--- src/rtl/ct_pkg.sv ---
package ct_pkg;
  typedef enum logic [1:0] {
    CT_COUNTER = 2'd0,
    CT_TIMER   = 2'd1,
    CT_RXTO    = 2'd2
  } ct_mode_e;

  localparam logic [3:0] A_CFG   = 4'h4;
  localparam logic [3:0] A_MASK  = 4'h5;
  localparam logic [3:0] A_HI    = 4'h6;
  localparam logic [3:0] A_LO    = 4'h7;
  localparam logic [3:0] A_START = 4'hE;
  localparam logic [3:0] A_STOP  = 4'hF;
  localparam int RDY_BIT = 3;
  localparam int CFG_W   = 3;
endpackage

--- src/rtl/ct_regs.sv ---
module ct_regs
  import ct_pkg::*;
#(
  parameter int DATA_W = 8,
  parameter int ADDR_W = 4,
  localparam int CNT_W = 2 * DATA_W
) (
  input  logic              clk,
  input  logic              rst,
  input  logic              rd_en,
  input  logic              wr_en,
  input  logic [ADDR_W-1:0] addr,
  input  logic [DATA_W-1:0] wdata,
  input  logic [CNT_W-1:0]  count,
  input  logic              ready,
  output logic [DATA_W-1:0] rdata,
  output logic [CNT_W-1:0]  reload,
  output ct_mode_e          mode,
  output logic              sel,
  output logic              mask,
  output logic              start,
  output logic              stop
);
  logic [CFG_W-1:0] cfg_q;

  assign start = rd_en && (addr == ADDR_W'(A_START));
  assign stop  = rd_en && (addr == ADDR_W'(A_STOP));
  assign sel   = cfg_q[2];

  always_comb begin
    case (cfg_q[1:0])
      2'd1:    mode = CT_TIMER;
      2'd2:    mode = CT_RXTO;
      default: mode = CT_COUNTER;
    endcase
  end

  always_ff @(posedge clk) begin
    if (rst) begin
      reload <= '0;
      cfg_q  <= '0;
      mask   <= 1'b0;
    end else if (wr_en) begin
      case (addr)
        ADDR_W'(A_HI):   reload[CNT_W-1:DATA_W] <= wdata;
        ADDR_W'(A_LO):   reload[DATA_W-1:0]     <= wdata;
        ADDR_W'(A_CFG):  cfg_q <= wdata[CFG_W-1:0];
        ADDR_W'(A_MASK): mask  <= wdata[RDY_BIT];
        default: ;
      endcase
    end
  end

  always_ff @(posedge clk) begin
    if (rst) begin
      rdata <= '0;
    end else if (rd_en) begin
      case (addr)
        ADDR_W'(A_CFG):  rdata <= DATA_W'(cfg_q);
        ADDR_W'(A_MASK): rdata <= DATA_W'(ready) << RDY_BIT;
        ADDR_W'(A_HI):   rdata <= count[CNT_W-1:DATA_W];
        ADDR_W'(A_LO):   rdata <= count[DATA_W-1:0];
        default:         rdata <= '0;
      endcase
    end
  end
endmodule

--- src/rtl/ct_core.sv ---
module ct_core
  import ct_pkg::*;
#(
  parameter int CNT_W = 16
) (
  input  logic             clk,
  input  logic             rst,
  input  logic             tick,
  input  logic             rx_xfer,
  input  logic             start,
  input  logic             stop,
  input  ct_mode_e         mode,
  input  logic [CNT_W-1:0] reload,
  output logic [CNT_W-1:0] count,
  output logic             running,
  output logic             ready,
  output logic             wave
);
  logic rx_ld;
  logic at_one;

  assign rx_ld  = rx_xfer && (mode == CT_RXTO);
  assign at_one = (count == CNT_W'(1));

  always_ff @(posedge clk) begin
    if (rst) begin
      count   <= '0;
      running <= 1'b0;
      ready   <= 1'b0;
      wave    <= 1'b1;
    end else if (start) begin
      count   <= reload;
      running <= 1'b1;
      wave    <= 1'b0;
    end else if (stop) begin
      ready <= 1'b0;
      if (mode != CT_TIMER) running <= 1'b0;
    end else if (rx_ld) begin
      count   <= reload;
      running <= 1'b1;
    end else if (running && tick) begin
      if (at_one) begin
        ready <= 1'b1;
        if (mode == CT_TIMER) begin
          count <= reload;
          wave  <= ~wave;
        end else begin
          count <= '0;
          wave  <= 1'b1;
        end
      end else begin
        count <= count - CNT_W'(1);
      end
    end
  end
endmodule

--- src/rtl/ct_out.sv ---
module ct_out (
  input  logic clk,
  input  logic rst,
  input  logic ready,
  input  logic mask,
  input  logic wave,
  input  logic sel,
  output logic irq_n,
  output logic op_pin
);
  always_ff @(posedge clk) begin
    if (rst) begin
      irq_n  <= 1'b1;
      op_pin <= 1'b1;
    end else begin
      irq_n  <= ~(ready & mask);
      op_pin <= sel ? wave : 1'b1;
    end
  end
endmodule

--- src/rtl/ct_timer.sv ---
module ct_timer
  import ct_pkg::*;
#(
  parameter int DATA_W = 8,
  parameter int ADDR_W = 4
) (
  input  logic              clk,
  input  logic              rst,
  input  logic              rd_en,
  input  logic              wr_en,
  input  logic [ADDR_W-1:0] addr,
  input  logic [DATA_W-1:0] wdata,
  output logic [DATA_W-1:0] rdata,
  input  logic              tick,
  input  logic              rx_xfer,
  output logic              irq_n,
  output logic              op_pin
);
  localparam int CNT_W = 2 * DATA_W;

  logic [CNT_W-1:0] count;
  logic [CNT_W-1:0] reload;
  ct_mode_e         mode;
  logic             sel, mask, start, stop, running, ready, wave;

  ct_regs #(.DATA_W(DATA_W), .ADDR_W(ADDR_W)) u_regs (
    .clk(clk), .rst(rst), .rd_en(rd_en), .wr_en(wr_en), .addr(addr),
    .wdata(wdata), .count(count), .ready(ready), .rdata(rdata),
    .reload(reload), .mode(mode), .sel(sel), .mask(mask),
    .start(start), .stop(stop)
  );

  ct_core #(.CNT_W(CNT_W)) u_core (
    .clk(clk), .rst(rst), .tick(tick), .rx_xfer(rx_xfer), .start(start),
    .stop(stop), .mode(mode), .reload(reload), .count(count),
    .running(running), .ready(ready), .wave(wave)
  );

  ct_out u_out (
    .clk(clk), .rst(rst), .ready(ready), .mask(mask), .wave(wave),
    .sel(sel), .irq_n(irq_n), .op_pin(op_pin)
  );
endmodule

--- config.mk ---
export PLATFORM = sky130hd
export DESIGN_NAME = ct_timer
export DESIGN_NICKNAME = d
export VERILOG_FILES = /design/src/rtl/ct_pkg.sv /design/src/rtl/ct_regs.sv /design/src/rtl/ct_core.sv /design/src/rtl/ct_out.sv /design/src/rtl/ct_timer.sv
export SDC_FILE = /design/constraint.sdc
export NUM_CORES = 1
export LEC_CHECK = 0
export BUFFER_PORTS_ARGS = -buffer_cell sky130_fd_sc_hd__buf_4
export CAP_MARGIN = 20
export CORE_UTILIZATION = 55
export DETAILED_ROUTE_END_ITERATION = 7
export PLACE_DENSITY_LB_ADDON = 0.1
export SLEW_MARGIN = 5
export SYNTH_ARGS = -nofsm -noshare
export SYNTH_HDL_FRONTEND = slang
export SYNTH_HIERARCHICAL = 1
export SYNTH_SLANG_ARGS = --single-unit
--- constraint.sdc ---
create_clock -name clk -period 5.35 [get_ports clk]
set_input_delay 1.07 -clock clk [delete_from_list [all_inputs] [get_ports clk]]
set_output_delay 1.07 -clock clk [all_outputs]
set_load 0.1 [all_outputs]
==> results.ini, run 1 <==
[status]
outcome=complete, no violations

[clock_tree]
cts.path.max_buffers=2
clk_pin_slew_ns=0.09
ctsResizeCount=0
post_cts_buffers=0
cts_max_level=2
cts_num_sinks=49
cts-root-buf=clkbuf_8
cts_tree=yes
cts_inserted_buffers=5
cts-hold-fix-buffers=0
clkLatencyLatePin_ns=0.30

[routing]
wl_met2_mm=2.83
drt-wirelength-per-cell_um=17.9
route.met3.wl_um=317
drt_iter0_markers=252
wl_met1_mm=3.09
vias=2284
first_pass_iters=5
drc=0
highest_layer=met4
vias_per_cell=6.42
routed_wl_mm=6.37
ant_nets=0

[timing]
tns_ns=0
rsz0062_at_grt=false
finalSetupViolCount=0
setup_slack_ns=2.59
fin_hold_ws_ns=0.463
fin_crit_sh_pct=51.5
slew_headroom_pct=41.1
finClkSkew_ns=0.00866
hold_viol_final=0
period_minus_slack_ns=2.76
fmax_ghz=0.363
slew_viol_final=0
tightestPinTransition_ns=0.882

[power]
p_leak_nw=1.17
power_density_nw_per_um2=270
p_total_uw=788
vdd_drop_max_v=0.000200

[synthesis]
synth_nets=306
postSynthAreaPerCell_um2=9.17
syn_area_um2=2620
yosys_most_used_dff=dfxtp_1
yosysWarnings=6
ys_seq_area_share_pct=37.4
syn_inst=286
synth-seq-cells=49
synth_enable_flop_cells=0
synth_cell_type_count=55
async_flop_share_pct=0

[setup_path]
path_max_fanout=21
required_ns=5.55
critPathCapture=u_core/count[14]$_SDFFE_PP0P_
end_kind=flip-flop
start_kind=input port
reg2reg_depth=7
worstSetupStartpoint=addr[1]
rrSetupSlack_ns=2.93
cp.arrival_ns=2.96
reg2reg_to=u_core/count[14]$_SDFFE_PP0P_
r2r_start=u_core/count[1]$_SDFFE_PP0P_
crit_type=input port to flip-flop

[finish]
final_common_cell=dfxtp_1
design_area_um2=2920
finalNonFillerCells=356
drive_above_1_share_pct=17.4
final_cell_mix=dfxtp_1, nand2b_1, buf_4, mux2i_1, nor2_1
syn_to_final_growth_pct=11.2
fin_util_pct=65.2
antenna_cells=0
nNetsFinal=323

[global_routing]
overflow=0
grt_max_degree=62
grt_usage_pct=26.3
grt_pass1_vias=2104
antenna_found_initial=0
grt_pass1_wl_mm=10.3

[floorplan]
dieHeight_um=71.1
initial_core_util_pct=58.6
io-pin-count=28
fp.dieArea_um2=5050
die_w_um=71.1
core_area_um2=4470
fp-row-count=24

[placement]
placedCellCount=348
port-buffer-count=27
hpwl_mm=4.55
placed_area_um2=2800
post-place-ws_ns=2.33
gp_congestion=0.878

[job]
maxCapViolCount=0

[min_path]
hold_class=flip-flop to flip-flop

==> worst min path at each step <==
| stage | from | end | slack (ns) | cells after the start |
|---|---|---|---|---|
| 2_1_floorplan | u_regs/mask$_SDFFE_PP0P_ | u_out/irq_n$_SDFF_PP1_ | 0.38 | 1 |
| 3_3_place_gp | u_core/ready$_SDFFE_PP0P_ | u_out/irq_n$_SDFF_PP1_ | 0.44 | 1 |
| 6_report | u_core/ready$_SDFFE_PP0P_ | u_out/irq_n$_SDFF_PP1_ | 0.46 | 1 |
| 3_5_place_dp | u_regs/mask$_SDFFE_PP0P_ | u_out/irq_n$_SDFF_PP1_ | 0.44 | 1 |
| 5_1_grt | u_core/ready$_SDFFE_PP0P_ | u_out/irq_n$_SDFF_PP1_ | 0.48 | 1 |
| 4_1_cts | u_core/ready$_SDFFE_PP0P_ | u_out/irq_n$_SDFF_PP1_ | 0.46 | 1 |
==> flip-flops by register name, indices dropped and copies added (netlist names) <==
name            cells
u_core/wave         1
u_core/ready        1
u_regs/rdata        8
u_out/irq_n         1
u_regs/reload      16
u_regs/mask         1
u_core/running      1
u_core/count       16
u_regs/cfg_q        3
u_out/op_pin        1
==> cells in the mapped netlist, drive strengths merged (3+ instances only) <==
cell type,n,share of area [%]
dfxtp,49,37
nand2b,31,7.4
mux2i,21,8.0
nor2,19,2.8
inv,16,2.3
nand2,15,2.1
a211oi,11,3.3
clkbuf,10,1.4
a21oi,9,1.7
nor3,9,1.9
o32ai,9,3.0
buf,8,2.6
mux2,8,3.6
a32oi,7,2.3
a22oi,6,1.7
nand3,6,1.1
nor2b,5,1.2
a222oi,4,1.5
nand4b,4,1.3
nand3b,3,0.86
nor3b,3,1.0
or4,3,0.86
==> per-layer routing <==
| layer | GRT usage [%] | vias up |
|---|---|---|
| met5 | 0 | - |
| met4 | 8.22 | 0 |
| met3 | 4.56 | 13 |
| met2 | 39.6 | 76 |
| met1 | 38.3 | 1101 |
| li1 | - | 1094 |
==> layout make-up <==
cell class | instances | area (µm²)
Timing Repair Buffer | 28 | 214
Sequential cell | 49 | 981
Fill cell | 381 | 1560
Inverter | 16 | 60.1
Multi-Input combinational cell | 203 | 1480
Tap cell | 52 | 65.1
Clock buffer | 6 | 82.6
Clock inverter | 2 | 37.5
==> worst max-delay path, cell delays in order <==
cell and delay (ns):
buf_4 0.15, nand4_1 0.11, nor2_1 0.12, inv_1 0.16
nand2_1 0.20, nor2_2 0.73, a21oi_1 0.14, o32ai_1 0.28
==> where the power goes <==
part / internal, mW / total [mW] / switching [mW]
logic: 0.0574 / 0.134 / 0.0763
registers: 0.372 / 0.380 / 0.00787
clock network: 0.152 / 0.275 / 0.123
==> cells by family after synthesis <==
| logic type | after synthesis | synth area share (%) |
|---|---|---|
| and+or+nand+nor | 112 | 25.2 |
| AOI/OAI and AO/OA | 59 | 18.2 |
| xor gates and xnor gates | 1 | 0.334 |
| adders and majority gates | 2 | 0.954 |
| DFF | 49 | 37.4 |
| muxes | 29 | 11.6 |
| buffers and inverters | 34 | 6.34 |
(Power assumes the default switching activity.)
==> inputs of run 2 (changes only) <==
- CORE_UTILIZATION: 55 -> 53
- clock period: 5.35 -> 2.35 ns (I/O delays scaled with it)
==> results.ini, run 2 (synthesis results as in run 1) <==
[status]
outcome=complete, no violations

[timing]
rsz0062_at_grt=false
finClkSkew_ns=0.0132
slew_headroom_pct=64.0
finalSetupViolCount=0
period_minus_slack_ns=2.17
fin_crit_sh_pct=92.3
slew_viol_final=0
fmax_ghz=0.461
hold_viol_final=0
tns_ns=0
tightestPinTransition_ns=0.540

[floorplan]
fp-row-count=25
io-pin-count=28
dieHeight_um=72.4
die_w_um=72.4
initial_core_util_pct=55.2
core_area_um2=4750
fp.dieArea_um2=5240

[clock_tree]
cts_max_level=2
ctsResizeCount=0
post_cts_buffers=0
cts-root-buf=clkbuf_8
cts_tree=yes
cts.path.max_buffers=2
clk_pin_slew_ns=0.10
clkLatencyLatePin_ns=0.31
cts-hold-fix-buffers=0
cts_inserted_buffers=5
cts_num_sinks=49

[min_path]
whs_endpoint=u_out/irq_n$_SDFF_PP1_
hold_class=flip-flop to flip-flop
holdPathStages=1
min_from=u_regs/mask$_SDFFE_PP0P_

[power]
power_density_nw_per_um2=574
vdd_drop_max_v=0.000509
p_leak_nw=1.24

[finish]
final_common_cell=dfxtp_1
fin_util_pct=64.0
num-fill-cells=429
drive_above_1_share_pct=21.6
syn_to_final_growth_pct=16.0
antenna_cells=0
finalNonFillerCells=387
nNetsFinal=339
largestRegisters=u_core/count (16), u_regs/reload (16), u_regs/rdata (8)
final_cell_mix=dfxtp_1, buf_4, nand2b_1, mux2i_1, nor2_1

[setup_path]
rrSetupSlack_ns=0.18
slowest_delay_ns=0.42
r2r_start=u_core/count[1]$_SDFFE_PP0P_
cpMaxStageDelayCell=and4bb_1
path_max_fanout=14
end_kind=flip-flop
crit_type=flip-flop to flip-flop
reg2reg_to=u_core/count[0]$_SDFFE_PP0P_
path_cells=inv_1 > ha_1 > nor4b_1 > and4bb_1 > nor2_2 > buf_4 > a221oi_2 > a211oi_2
reg2reg_depth=8
cp.arrival_ns=2.36
start_kind=flip-flop
required_ns=2.54

[routing]
drt-wirelength-per-cell_um=17.4
wl_met1_mm=3.07
wl_met2_mm=3.18
route.met3.wl_um=429
highest_layer=met4
vias=2307
drc=0
first_pass_iters=8
ant_nets=0
routed_wl_mm=6.73
drt_iter0_markers=156
vias_per_cell=5.96

[global_routing]
antenna_found_initial=0
grt_pass1_wl_mm=10.3
grt_max_degree=39
overflow=0
grt_pass1_vias=2009
grt_usage_pct=26.3

[placement]
placedCellCount=379
port-buffer-count=27
gp_congestion=0.862
hpwl_mm=4.90

[job]
maxCapViolCount=0

## run 2: cell types whose count changed in the layout (fill, tap and decap cells not counted)
cell | before | now
buf_4 | 27 | 43
bufinv_16 | 1 | 0
buf_12 | 0 | 1
buf_6 | 1 | 0
inv_6 | 0 | 1
## run 2: metal layers
layer | vias to the layer above | GRT usage [%]
met5 | - | 0
met4 | 0 | 6.75
met3 | 7 | 4.72
met2 | 95 | 40.5
met1 | 1088 | 37.7
li1 | 1117 | -
## run 2: cell type report
cell class	instances	area [µm²]	share of cell area, %
Tap cell	67	83.8	2.75
Sequential cell	49	981	32.2
Clock inverter	2	16.3	0.535
Multi-Input combinational cell	203	1480	48.5
Inverter	16	60.1	1.97
Timing Repair Buffer	44	343	11.3
Clock buffer	6	82.6	2.71
## run 2: per-stage QoR
step | instance area, µm² | total power [mW] | setup slack [ns] | hold slack [ns]
final | 3040 | 1.75 | 0.180 | 0.413
after global routing | 3040 | 1.82 | 0.0806 | 0.431
after detailed placement | 2940 | 1.22 | 0.248 | 0.393
after CTS | 3040 | 1.76 | 0.218 | 0.416
after global placement | 2940 | 1.22 | 0.291 | 0.390
after floorplan | 2620 | 1.11 | 0.105 | 0.383
## run 2: report_power, final
part | total, mW | internal [mW] | leakage (nW) | switching [mW]
sequential | 0.863 | 0.847 | 0.396 | 0.0169
clock | 0.540 | 0.243 | 0.0478 | 0.297
combinational | 0.344 | 0.162 | 0.801 | 0.182
total | 1.75 | 1.25 | 1.24 | 0.497
## run 2: worst max-delay path: cells and delay by family, from the launching register on
family / cells / cell delay (ns)
flip-flops: 1 / 0.34
AND/OR/NAND/NOR: 3 / 0.88
AO/OA/AOI/OAI: 2 / 0.39
adder cells (fa/ha/maj): 1 / 0.15
buffers and inverters: 2 / 0.31
## run 2: worst max-delay path by stage
stage                                               end  slack, ns  depth (start not counted)                         start
after global placement    u_core/count[15]$_SDFFE_PP0P_       0.29                          8                       addr[1]
after global routing       u_core/count[0]$_SDFFE_PP0P_       0.08                          8  u_core/count[1]$_SDFFE_PP0P_
after floorplan            u_core/count[2]$_SDFFE_PP0P_       0.10                          8                       addr[1]
after detailed placement   u_core/count[0]$_SDFFE_PP0P_       0.25                          8  u_core/count[1]$_SDFFE_PP0P_
final                      u_core/count[0]$_SDFFE_PP0P_       0.18                          8  u_core/count[1]$_SDFFE_PP0P_
after CTS                  u_core/count[0]$_SDFFE_PP0P_       0.22                          8  u_core/count[1]$_SDFFE_PP0P_
